--- config.mk ---
export PLATFORM = sky130hd
export DESIGN_NAME = sar_seq_top
export DESIGN_NICKNAME = d
export VERILOG_FILES = /design/src/rtl/sar_seq_pkg.sv /design/src/rtl/sar_tick_gen.sv /design/src/rtl/sar_engine.sv /design/src/rtl/sar_regs.sv /design/src/rtl/sar_seq_top.sv
export SDC_FILE = /design/constraint.sdc
export NUM_CORES = 1
export LEC_CHECK = 0
export BUFFER_PORTS_ARGS = -buffer_cell sky130_fd_sc_hd__buf_2
export CAP_MARGIN = 20
export CORE_MARGIN = 2
export CORE_UTILIZATION = 40
export CTS_BUF_LIST = sky130_fd_sc_hd__clkbuf_2 sky130_fd_sc_hd__clkbuf_4 sky130_fd_sc_hd__clkbuf_8
export DETAILED_ROUTE_END_ITERATION = 16
export SYNTH_ARGS = -nofsm -noshare
export SYNTH_HDL_FRONTEND = slang
export SYNTH_SLANG_ARGS = --single-unit
--- constraint.sdc ---
create_clock -name clk -period 4.6 [get_ports clk]
set_input_delay 0.92 -clock clk [delete_from_list [all_inputs] [get_ports clk]]
set_output_delay 0.92 -clock clk [all_outputs]
set_load 0.01 [all_outputs]
--- src/rtl/sar_seq_pkg.sv ---
// Shared constants for the SAR conversion sequencer: register addresses,
// control bit positions and the clock-select decode helpers.
package sar_seq_pkg;

    localparam logic [1:0] A_CTL    = 2'd0;
    localparam logic [1:0] A_CLKCFG = 2'd1;
    localparam logic [1:0] A_RES_HI = 2'd2;
    localparam logic [1:0] A_RES_LO = 2'd3;

    localparam int B_EN  = 0;
    localparam int B_GO  = 1;
    localparam int B_CH  = 2;
    localparam int B_REF = 6;
    localparam int B_FMT = 7;
    localparam int B_CLK = 4;

    typedef logic [2:0] clk_sel_t;

    // True when the select code picks the external RC tick.
    function automatic logic sel_is_rc(input clk_sel_t s);
        return (s[1:0] == 2'b11);
    endfunction

    // Power-of-two exponent of the system-clock divider for a select code.
    function automatic logic [2:0] sel_div_exp(input clk_sel_t s);
        return {s[1:0], 1'b0} + 3'd1 + {2'b00, s[2]};
    endfunction

endpackage

--- src/rtl/sar_tick_gen.sv ---
// Conversion-clock tick generator.
// Produces a one-cycle tick that marks the end of each conversion-clock
// period. The period is either a divided system clock or the external RC
// tick. Assumes active is low for at least one cycle between conversions,
// so every conversion starts from a cleared divider.
module sar_tick_gen
    import sar_seq_pkg::*;
#(
    parameter int CNT_W = 6
) (
    input  logic     clk,
    input  logic     rst_n,
    input  logic     active,
    input  clk_sel_t sel,
    input  logic     rc_tick,
    output logic     tick
);

    logic [CNT_W-1:0] div_cnt;
    logic [CNT_W-1:0] div_limit;
    logic             rc_mode;

    // Decode the terminal count of the divider from the select code.
    always_comb begin
        rc_mode   = sel_is_rc(sel);
        div_limit = (CNT_W'(1) << sel_div_exp(sel)) - CNT_W'(1);
    end

    // Free-run the divider only while a conversion is active.
    always_ff @(posedge clk) begin
        if (!rst_n) begin
            div_cnt <= '0;
        end else if (!active || rc_mode) begin
            div_cnt <= '0;
        end else if (div_cnt == div_limit) begin
            div_cnt <= '0;
        end else begin
            div_cnt <= div_cnt + CNT_W'(1);
        end
    end

    // Pick the period-end event for the selected source.
    always_comb begin
        if (!active) begin
            tick = 1'b0;
        end else if (rc_mode) begin
            tick = rc_tick;
        end else begin
            tick = (div_cnt == div_limit);
        end
    end

endmodule

--- src/rtl/sar_engine.sv ---
// Successive-approximation engine.
// One setup period is followed by RES_BITS decision periods, MSB first.
// Each period ends on a tick. The trial bit is kept when the comparator
// reports input >= trial. Assumes start and abort are never high together.
module sar_engine #(
    parameter int RES_BITS = 10
) (
    input  logic                clk,
    input  logic                rst_n,
    input  logic                start,
    input  logic                abort,
    input  logic                tick,
    input  logic                cmp_in,
    output logic                busy,
    output logic [RES_BITS-1:0] dac_code,
    output logic [RES_BITS-1:0] kept_code,
    output logic                finish,
    output logic                done
);

    localparam logic [RES_BITS-1:0] MSB_ONE = {1'b1, {(RES_BITS-1){1'b0}}};

    logic                setup;
    logic [RES_BITS-1:0] code;
    logic [RES_BITS-1:0] mask;

    // Apply the comparator decision to the bit under trial.
    always_comb begin
        kept_code = cmp_in ? code : (code & ~mask);
        finish    = busy && tick && !setup && mask[0] && !abort;
        dac_code  = code;
    end

    // Walk the trial mask from MSB to LSB, one step per tick.
    always_ff @(posedge clk) begin
        if (!rst_n) begin
            busy  <= 1'b0;
            setup <= 1'b0;
            code  <= '0;
            mask  <= '0;
            done  <= 1'b0;
        end else begin
            done <= finish;
            if (start) begin
                busy  <= 1'b1;
                setup <= 1'b1;
                code  <= '0;
                mask  <= '0;
            end else if (abort) begin
                busy  <= 1'b0;
                setup <= 1'b0;
                code  <= '0;
                mask  <= '0;
            end else if (busy && tick) begin
                if (setup) begin
                    setup <= 1'b0;
                    code  <= MSB_ONE;
                    mask  <= MSB_ONE;
                end else if (mask[0]) begin
                    busy <= 1'b0;
                    code <= '0;
                    mask <= '0;
                end else begin
                    mask <= mask >> 1;
                    code <= kept_code | (mask >> 1);
                end
            end
        end
    end

endmodule

--- src/rtl/sar_regs.sv ---
// Register file of the sequencer.
// Holds the control and clock configuration, decodes start and abort from
// control writes, latches the per-conversion settings at start and stores
// the result. The result is laid out according to the format bit when read.
// Assumes DATA_W < RES_BITS <= 2*DATA_W.
module sar_regs
    import sar_seq_pkg::*;
#(
    parameter int RES_BITS = 10,
    parameter int DATA_W   = 8
) (
    input  logic                clk,
    input  logic                rst_n,
    input  logic                wr_en,
    input  logic [1:0]          addr,
    input  logic [DATA_W-1:0]   wdata,
    output logic [DATA_W-1:0]   rdata,
    input  logic                busy,
    input  logic                finish,
    input  logic [RES_BITS-1:0] kept_code,
    output logic                start,
    output logic                abort,
    output logic [1:0]          mux_sel,
    output logic                ref_sel,
    output clk_sel_t            run_clk
);

    localparam int PAD = 2 * DATA_W - RES_BITS;

    logic                en_q;
    logic [1:0]          chan_q;
    logic                ref_q;
    logic                fmt_q;
    clk_sel_t            clk_q;
    logic [1:0]          run_chan;
    logic                run_ref;
    logic [RES_BITS-1:0] res_q;
    logic [2*DATA_W-1:0] res_word;
    logic                ctl_wr;

    // Decode control writes into start and abort requests.
    always_comb begin
        ctl_wr = wr_en && (addr == A_CTL);
        start  = ctl_wr && !busy && wdata[B_GO] && wdata[B_EN];
        abort  = ctl_wr && busy && !(wdata[B_GO] && wdata[B_EN]);
    end

    // Store configuration fields on register writes.
    always_ff @(posedge clk) begin
        if (!rst_n) begin
            en_q   <= 1'b0;
            chan_q <= '0;
            ref_q  <= 1'b0;
            fmt_q  <= 1'b0;
            clk_q  <= '0;
        end else if (wr_en) begin
            if (addr == A_CTL) begin
                en_q   <= wdata[B_EN];
                chan_q <= wdata[B_CH +: 2];
                ref_q  <= wdata[B_REF];
                fmt_q  <= wdata[B_FMT];
            end else if (addr == A_CLKCFG) begin
                clk_q <= wdata[B_CLK +: 3];
            end
        end
    end

    // Freeze the settings used by the conversion being started.
    always_ff @(posedge clk) begin
        if (!rst_n) begin
            run_chan <= '0;
            run_ref  <= 1'b0;
            run_clk  <= '0;
        end else if (start) begin
            run_chan <= wdata[B_CH +: 2];
            run_ref  <= wdata[B_REF];
            run_clk  <= clk_q;
        end
    end

    // Capture the finished code.
    always_ff @(posedge clk) begin
        if (!rst_n) begin
            res_q <= '0;
        end else if (finish) begin
            res_q <= kept_code;
        end
    end

    // Analog selects follow the register only between conversions.
    always_comb begin
        mux_sel = busy ? run_chan : chan_q;
        ref_sel = busy ? run_ref  : ref_q;
    end

    // Lay the result out right- or left-justified across two bytes.
    always_comb begin
        if (fmt_q) begin
            res_word = {{PAD{1'b0}}, res_q};
        end else begin
            res_word = {res_q, {PAD{1'b0}}};
        end
    end

    // Read multiplexer.
    always_comb begin
        rdata = '0;
        case (addr)
            A_CTL: begin
                rdata[B_EN]       = en_q;
                rdata[B_GO]       = busy;
                rdata[B_CH +: 2]  = chan_q;
                rdata[B_REF]      = ref_q;
                rdata[B_FMT]      = fmt_q;
            end
            A_CLKCFG: rdata[B_CLK +: 3] = clk_q;
            A_RES_HI: rdata = res_word[2*DATA_W-1:DATA_W];
            default:  rdata = res_word[DATA_W-1:0];
        endcase
    end

endmodule

--- src/rtl/sar_seq_top.sv ---
// SAR conversion sequencer top level.
// Ties the register file, the conversion-clock tick generator and the
// approximation engine together. The analog front end is external.
module sar_seq_top
    import sar_seq_pkg::*;
#(
    parameter int RES_BITS = 10,
    parameter int DATA_W   = 8,
    parameter int CNT_W    = 6
) (
    input  logic                clk,
    input  logic                rst_n,
    input  logic                wr_en,
    input  logic [1:0]          addr,
    input  logic [DATA_W-1:0]   wdata,
    output logic [DATA_W-1:0]   rdata,
    input  logic                rc_tick,
    input  logic                cmp_in,
    output logic [RES_BITS-1:0] dac_code,
    output logic [1:0]          mux_sel,
    output logic                ref_sel,
    output logic                conv_done
);

    logic                busy;
    logic                start;
    logic                abort;
    logic                tick;
    logic                finish;
    logic [RES_BITS-1:0] kept_code;
    clk_sel_t            run_clk;

    sar_regs #(
        .RES_BITS (RES_BITS),
        .DATA_W   (DATA_W)
    ) u_regs (
        .clk       (clk),
        .rst_n     (rst_n),
        .wr_en     (wr_en),
        .addr      (addr),
        .wdata     (wdata),
        .rdata     (rdata),
        .busy      (busy),
        .finish    (finish),
        .kept_code (kept_code),
        .start     (start),
        .abort     (abort),
        .mux_sel   (mux_sel),
        .ref_sel   (ref_sel),
        .run_clk   (run_clk)
    );

    sar_tick_gen #(
        .CNT_W (CNT_W)
    ) u_tick (
        .clk     (clk),
        .rst_n   (rst_n),
        .active  (busy),
        .sel     (run_clk),
        .rc_tick (rc_tick),
        .tick    (tick)
    );

    sar_engine #(
        .RES_BITS (RES_BITS)
    ) u_engine (
        .clk       (clk),
        .rst_n     (rst_n),
        .start     (start),
        .abort     (abort),
        .tick      (tick),
        .cmp_in    (cmp_in),
        .busy      (busy),
        .dac_code  (dac_code),
        .kept_code (kept_code),
        .finish    (finish),
        .done      (conv_done)
    );

endmodule

### Word-level counts from Yosys, hierarchy flattened

Cells that the tools add are included.
Widths: inputs -> output; s select.

* bits in registers: 53
* latch bits: 0
* memory bits (writable): 0
* bits in read-only memories: 0
* bits of input ports: 15
* memories kept: 0

* add/subtract/negate cells: 4
* multiply operators: 0
* divide/modulo/power cells: 0
* magnitude comparators: 0
* equality and inequality tests: 5
* shifts and indexed selects: 1
* multiplexer cells: 22
* bitwise operators: 5
* reduce and logical (&&, ||, !) cells: 24

Operator list (number)
* $mux 10: 4
* $mux 16: 1
* $pmux 4 s3: 1
* $logic_and 1x1->1: 11
* $mux 1: 11
* $and 10x10->10: 1
* $not 10->10: 1
* $or 10x9->10: 1
* $mux 9: 1
* $add 6x1->6 const B: 1
* $eq 6x6->1: 1
* $pmux 1 s3: 2
* $pmux 2 s3: 1
* $reduce_and 3->1: 2
* $reduce_bool 3->1: 2
* $reduce_or 3->1: 2
* $shl 1x3->6 const A: 1
* $sub 6x2->6 const B: 1
* $eq 2x2->1 const B: 2
* $logic_not 1->1: 4
* $add 3x1->3: 1
* $add 3x1->3 const B: 1
* $ne 3x2->1 const B: 1
* $eq 2x1->1 const B: 1
* 5 further kinds: 6

### Depth between registers and ports, before layout

* depth after elaboration: 11
* depth in mapped cells: 10
* gate-level depth less buffers: 8

### Cells and area by module

From an unflattened synthesis, not the netlist that was laid out.

* cell total of the unflattened synthesis: 302
* area, all modules: 2777.7 um2

Modules (own cells, without submodules)
* sar_regs: times used 1, cells an instance 126, area each 1222.4 um2, sequential area each 480.5 um2
* sar_engine: times used 1, cells an instance 115, area each 1029.7 um2, sequential area each 460.4 um2
* sar_tick_gen: times used 1, cells an instance 61, area each 525.5 um2, sequential area each 120.1 um2

### Least setup slack after synthesis

OpenSTA, ideal clock, no wires.

* kind: input -> output
* start: in addr[0]
* end: out rdata[0]
* data arrival time: 1.779 ns
* required time: 3.680 ns
* path slack: 1.901 ns
* stages on the path: 4
* buffers on the path: 1
* cells stage by stage: buf_1 > mux2_2 > a21oi_1 > mux2i_1

* longest elaborated chain between the ends: 2

Ends and longest elaborated chain
* from (decl): RTL line sar_seq_top.sv:14 `input logic [1:0] addr,`
* $eq 2x2->1 (tied with other cells): RTL line sar_regs.sv:108 `case (addr)`
* $pmux 4 s3 (*): RTL line sar_regs.sv:108
* to (decl): RTL line sar_seq_top.sv:16 `output logic [DATA_W-1:0] rdata,`

Every way passes the cells marked *; elsewhere a longest branch is shown, timed or not.

### Final worst setup path

* start: reg u_regs.run_clk[2]
* end: reg u_engine.code[2] (netlist: u_engine.dac_code[2])

* longest elaborated chain between the ends: 7

Ends and longest elaborated chain
* from (decl): RTL line sar_regs.sv:25 `output clk_sel_t run_clk`
* from (signal assigned): RTL line sar_regs.sv:77 `run_clk <= clk_q;`
* $add 3x1->3: RTL line sar_seq_pkg.sv:26 `return {s[1:0], 1'b0} + 3'd1 + {2'b00, s[2]};`
* $shl 1x3->6: RTL line sar_tick_gen.sv:26 `div_limit = (CNT_W'(1) << sel_div_exp(sel)) - CNT_W'(1);`
* $sub 6x2->6: RTL line sar_tick_gen.sv:26
* $eq 6x6->1: RTL line sar_tick_gen.sv:49 `tick = (div_cnt == div_limit);`
* $mux 1: RTL line sar_tick_gen.sv:46 `end else if (rc_mode) begin`
* $mux 1: RTL line sar_tick_gen.sv:44 `if (!active) begin`
* $logic_and 1x1->1: RTL line sar_engine.sv:54 `end else if (busy && tick) begin`
* to (signal assigned): RTL line sar_engine.sv:65 `code <= kept_code | (mask >> 1);`
* to (decl): RTL line sar_engine.sv:24 `logic [RES_BITS-1:0] code;`

Every way passes these cells.
A chain may end at the register's enable or synchronous reset.

==> metrics.md <==
| Metric | Value |
|---|---|
| Outcome | `complete, but fails checks` |
| Failing checks | `design-rule violations` |
| Int Power | `about 700 uW` |
| Initial antenna violation count | `0` |
| Final setup vio count | `0` |
| DRC viols | `4` |
| Vias per cell | `5.36` |
| Final non-filler cell total | `411` |
| Hold WS | `approximately 470 ps` |
| Critical Path Max Stage Delay | `810 ps` |
| P per Cell Area | `298 nW/um^2` |
| Hold Vio Cnt, Final | `0` |
| Total Wirelength | `5700 microns` |
| Slew at the pin closest to its max-slew limit | `1020 ps` |
| Startpoint Class | `register` |
| CTS tree | `yes` |
| Switch Pwr | `194 uW` |
| Grt ovf | `0` |
| Later-pin clock latency in the skew report | `310 ps` |
| Crit-path leading delay family | `compound AO/OA/AOI/OAI gates` |
| Crit path max fanout | `27` |
| Crit-path slowest cell | `o31ai_4` |
| Post-synthesis net count | `327` |
| Synth Cell Area | `2680 sq um` |
| Initial DRC count | `around 100` |
| Flop pwr share | `0.523` |
| Cell Chain, Critical Path | `or3_1, ha_1, nor4bb_1, a22oi_1, a22o_1, o31ai_4, buf_4, a21boi_0, o21ai_0` |
| Switching share of power | `0.218` |
| Initial Util | `0.417` |
| Dpl hpwl | `4010 microns` |
| Vias | `about 2.2k` |
| Max Freq | `0.301 GHz` |
| Leakage | `1.18 nW` |
| Register area share after synthesis | `0.396` |
| First-pass GRT wire length | `9730 microns` |
| RSZ-0062 raised after global routing | `false` |
| Pre-CTS setup slack | `1320 ps` |
| Placed cells | `~400` |
| CORE AREA | `6420 sq um` |
| Drt pass-1 iters | `10` |
| Post-CTS Resized | `0` |
| Setup Crit Path Kind | `register to register` |
| Final Util | `0.466` |
| Clk root buf | `clkbuf_8` |
| Worst slew margin | `0.319` |
| Max H-tree Level | `2` |
| Maximum VDD drop | `116 uV` |
| Synth top area cells | `dfxtp_1 (40%), nand2_1 (7.6%), mux2i_1 (6.4%), nand3_1 (4.1%), a22o_1 (3.3%)` |
| Share of layout cells above drive strength 1 | `0.168` |
| Clk_skew | `10.1 ps` |
| Clk pwr share | `0.428` |
| I/O pin cnt | `37` |
| Width of the die | `85.8 microns` |
| Die height | `~86 microns` |
| Hold crit path type | `register to register` |
| Worst setup margin | `1280 ps` |
| Avg WL per Cell | `about 14 microns` |
| PortBufs | `36` |
| Die area | `7360 sq um` |
| Req. time, crit path | `just under 5000 ps` |
| Standard-cell rows | `29` |
| Vias in the first global route | `2007` |
| R2R setup slack | `between 1000 and 1500 ps` |
| Comb power frac | `0.049` |
| Unique cell type count in the Yosys netlist | `47` |
| Ant. Diodes | `0` |
| CP endpoint kind | `register` |
| Synth Register Bits | `53` |
| GR Util All Layers | `0.163` |
| Max Cap Viol | `0` |
| Finished layout cell area | `2990 sq um` |
| Fin crit share | `0.722` |
| CP bufs+invs | `1` |
| TNS Setup | `0 ps` |
| Cell count after synthesis | `310` |
| Worst Hold Path EP | `u_regs.res_q[1]` |
| Postcts setup bufs | `0` |
| Layout area overhead | `11.8%` |
| Worst r2r src | `u_regs.run_clk[2]` |
| Largest net degree at the start of global routing | `39` |
| Syn Area/Cell | `8.63 sq um` |
| Hold Crit Start | `u_regs.res_q[1]` |
| CTS buffer count | `5` |
| CTS Sinks | `53` |
| Yosys Warn Count | `0` |
| Max clock buf depth | `2` |
| Leading area contributor after synthesis | `dfxtp_1` |
| Final #Nets | `350` |
| Clk slew on worst S/H paths | `110 ps` |
| Placed Area | `about 2900 sq um` |
| Pwr Total | `891 uW` |
| RD Place Congestion | `0.761` |
| Antenna-violating nets left | `0` |
| R2r endpoint | `u_engine.dac_code[2]` |
| # fillers | `between 600 and 700` |
| WHS Path Cells | `2` |
| Arrival @ worst endpoint | `3530 ps` |
| Final Max Tran Viols | `0` |
| Final worst path period need | `3320 ps` |
| Worst r2r path cells | `9` |
| # hold bufs at CTS | `0` |
| Share of the synthesized area in the top cell type | `0.396` |
==> worst max-delay path by stage <==
stage	from	to	slack [ps]	cells past startpoint
detailed placement	u_regs.run_clk[2]	u_engine.dac_code[2]	1320	9
CTS	u_regs.run_clk[2]	u_engine.dac_code[2]	1290	9
global route	u_regs.run_clk[2]	u_engine.dac_code[2]	980	9
floorplan	addr[0]	rdata[0]	1900	4
global placement	u_regs.run_clk[2]	u_engine.dac_code[2]	1370	9
finish	u_regs.run_clk[2]	u_engine.dac_code[2]	1280	9
==> power by group through the flow <==
stage,logic (mW),registers (mW),clock network (mW)
after floorplan,0.0307,0.474,0
after global placement,0.0437,0.476,0
after detailed placement,0.0437,0.476,0
after CTS,0.0439,0.466,0.392
after global routing,0.0484,0.466,0.411
final,0.0437,0.466,0.381
==> cell families (layout without fill, tap and decap cells) <==
kind of cell             count (synthesis)  after routing  share of synthesized area
flip-flops                              53             53                      0.396
adder cells (fa/ha/maj)                  2              2                    0.00935
AND/OR/NAND/NOR                        134            134                      0.248
multiplexers                            24             24                     0.0972
XOR/XNOR                                 8              8                     0.0262
AO/OA/AOI/OAI                           65             65                      0.178
buffers and inverters                   24             48                     0.0453
==> cells in the mapped netlist, drive strengths merged <==
master	instances
nor2	16
a31o	2
mux2i	17
dfxtp	53
a22oi	1
a211o	1
nor3	1
nand4	9
o21ai	17
clkbuf	10
o2bb2ai	2
and4b	1
o211ai	1
a21oi	4
buf	12
nor2b	9
xnor2	5
xor2	3
inv	2
nand2b	11
or3	1
a31oi	2
a32oi	1
ha	2
mux2	6
a32o	2
a221o	1
a22o	10
nand2	54
nand3	22
and3	3
a21boi	14
o21a	2
o31ai	2
nor4bb	2
o21bai	2
mux4	1
and2	3
o2111ai	1
nor3b	1
and3b	1
==> layer usage <==
metal,up-vias,wire (microns),track usage
met4,0,72,0.0476
met5,-,0,0
met1,1005,2860,0.234
li1,1144,-,-
met3,6,323,0.0346
met2,49,2440,0.247
==> worst reg2reg max path: stages, from the launching register on <==
cell and delay [ps]:
dfxtp_1 430, or3_1 420, ha_1 240, nor4bb_1 370, a22oi_1 140, a22o_1 260
o31ai_4 810, buf_4 280, a21boi_0 170, o21ai_0 100
==> final cells by class <==
| cell class | instances | area (sq um) | share of cell area |
|---|---|---|---|
| inverters | 2 | 7.51 | 0.00251 |
| well taps | 77 | 96.3 | 0.0322 |
| clock buffers | 5 | 68.8 | 0.0230 |
| multi-input cells | 233 | 1490 | 0.499 |
| repair buffers | 38 | 195 | 0.0652 |
| clock inverters | 3 | 68.8 | 0.0230 |
| flip-flops and latches | 53 | 1060 | 0.355 |
==> layout by cell type, fill, tap and decap left out, drive strengths merged, types with 4 or more instances in the layout <==
cell    count
nor2       16
a21boi     14
o21ai      17
nand2b     11
nand4       9
nor2b       9
nand2      54
xnor2       5
a22o       10
buf        38
nand3      22
mux2i      17
clkbuf      5
a21oi       4
mux2        6
dfxtp      53
==> flip-flops by register name (all words and copies together) (netlist names) <==
name and count:
u_regs.clk_q 3, u_engine.busy 1, u_engine.mask 10, u_regs.fmt_q 1
u_engine.dac_code 10, u_regs.run_ref 1, u_regs.en_q 1, u_regs.ref_q 1
u_engine.setup 1, u_regs.run_chan 2, u_regs.run_clk 3, u_regs.res_q 10
u_tick.div_cnt 6, u_regs.chan_q 2, u_engine.done 1
No activity file was read; power rests on OpenSTA's default activity.
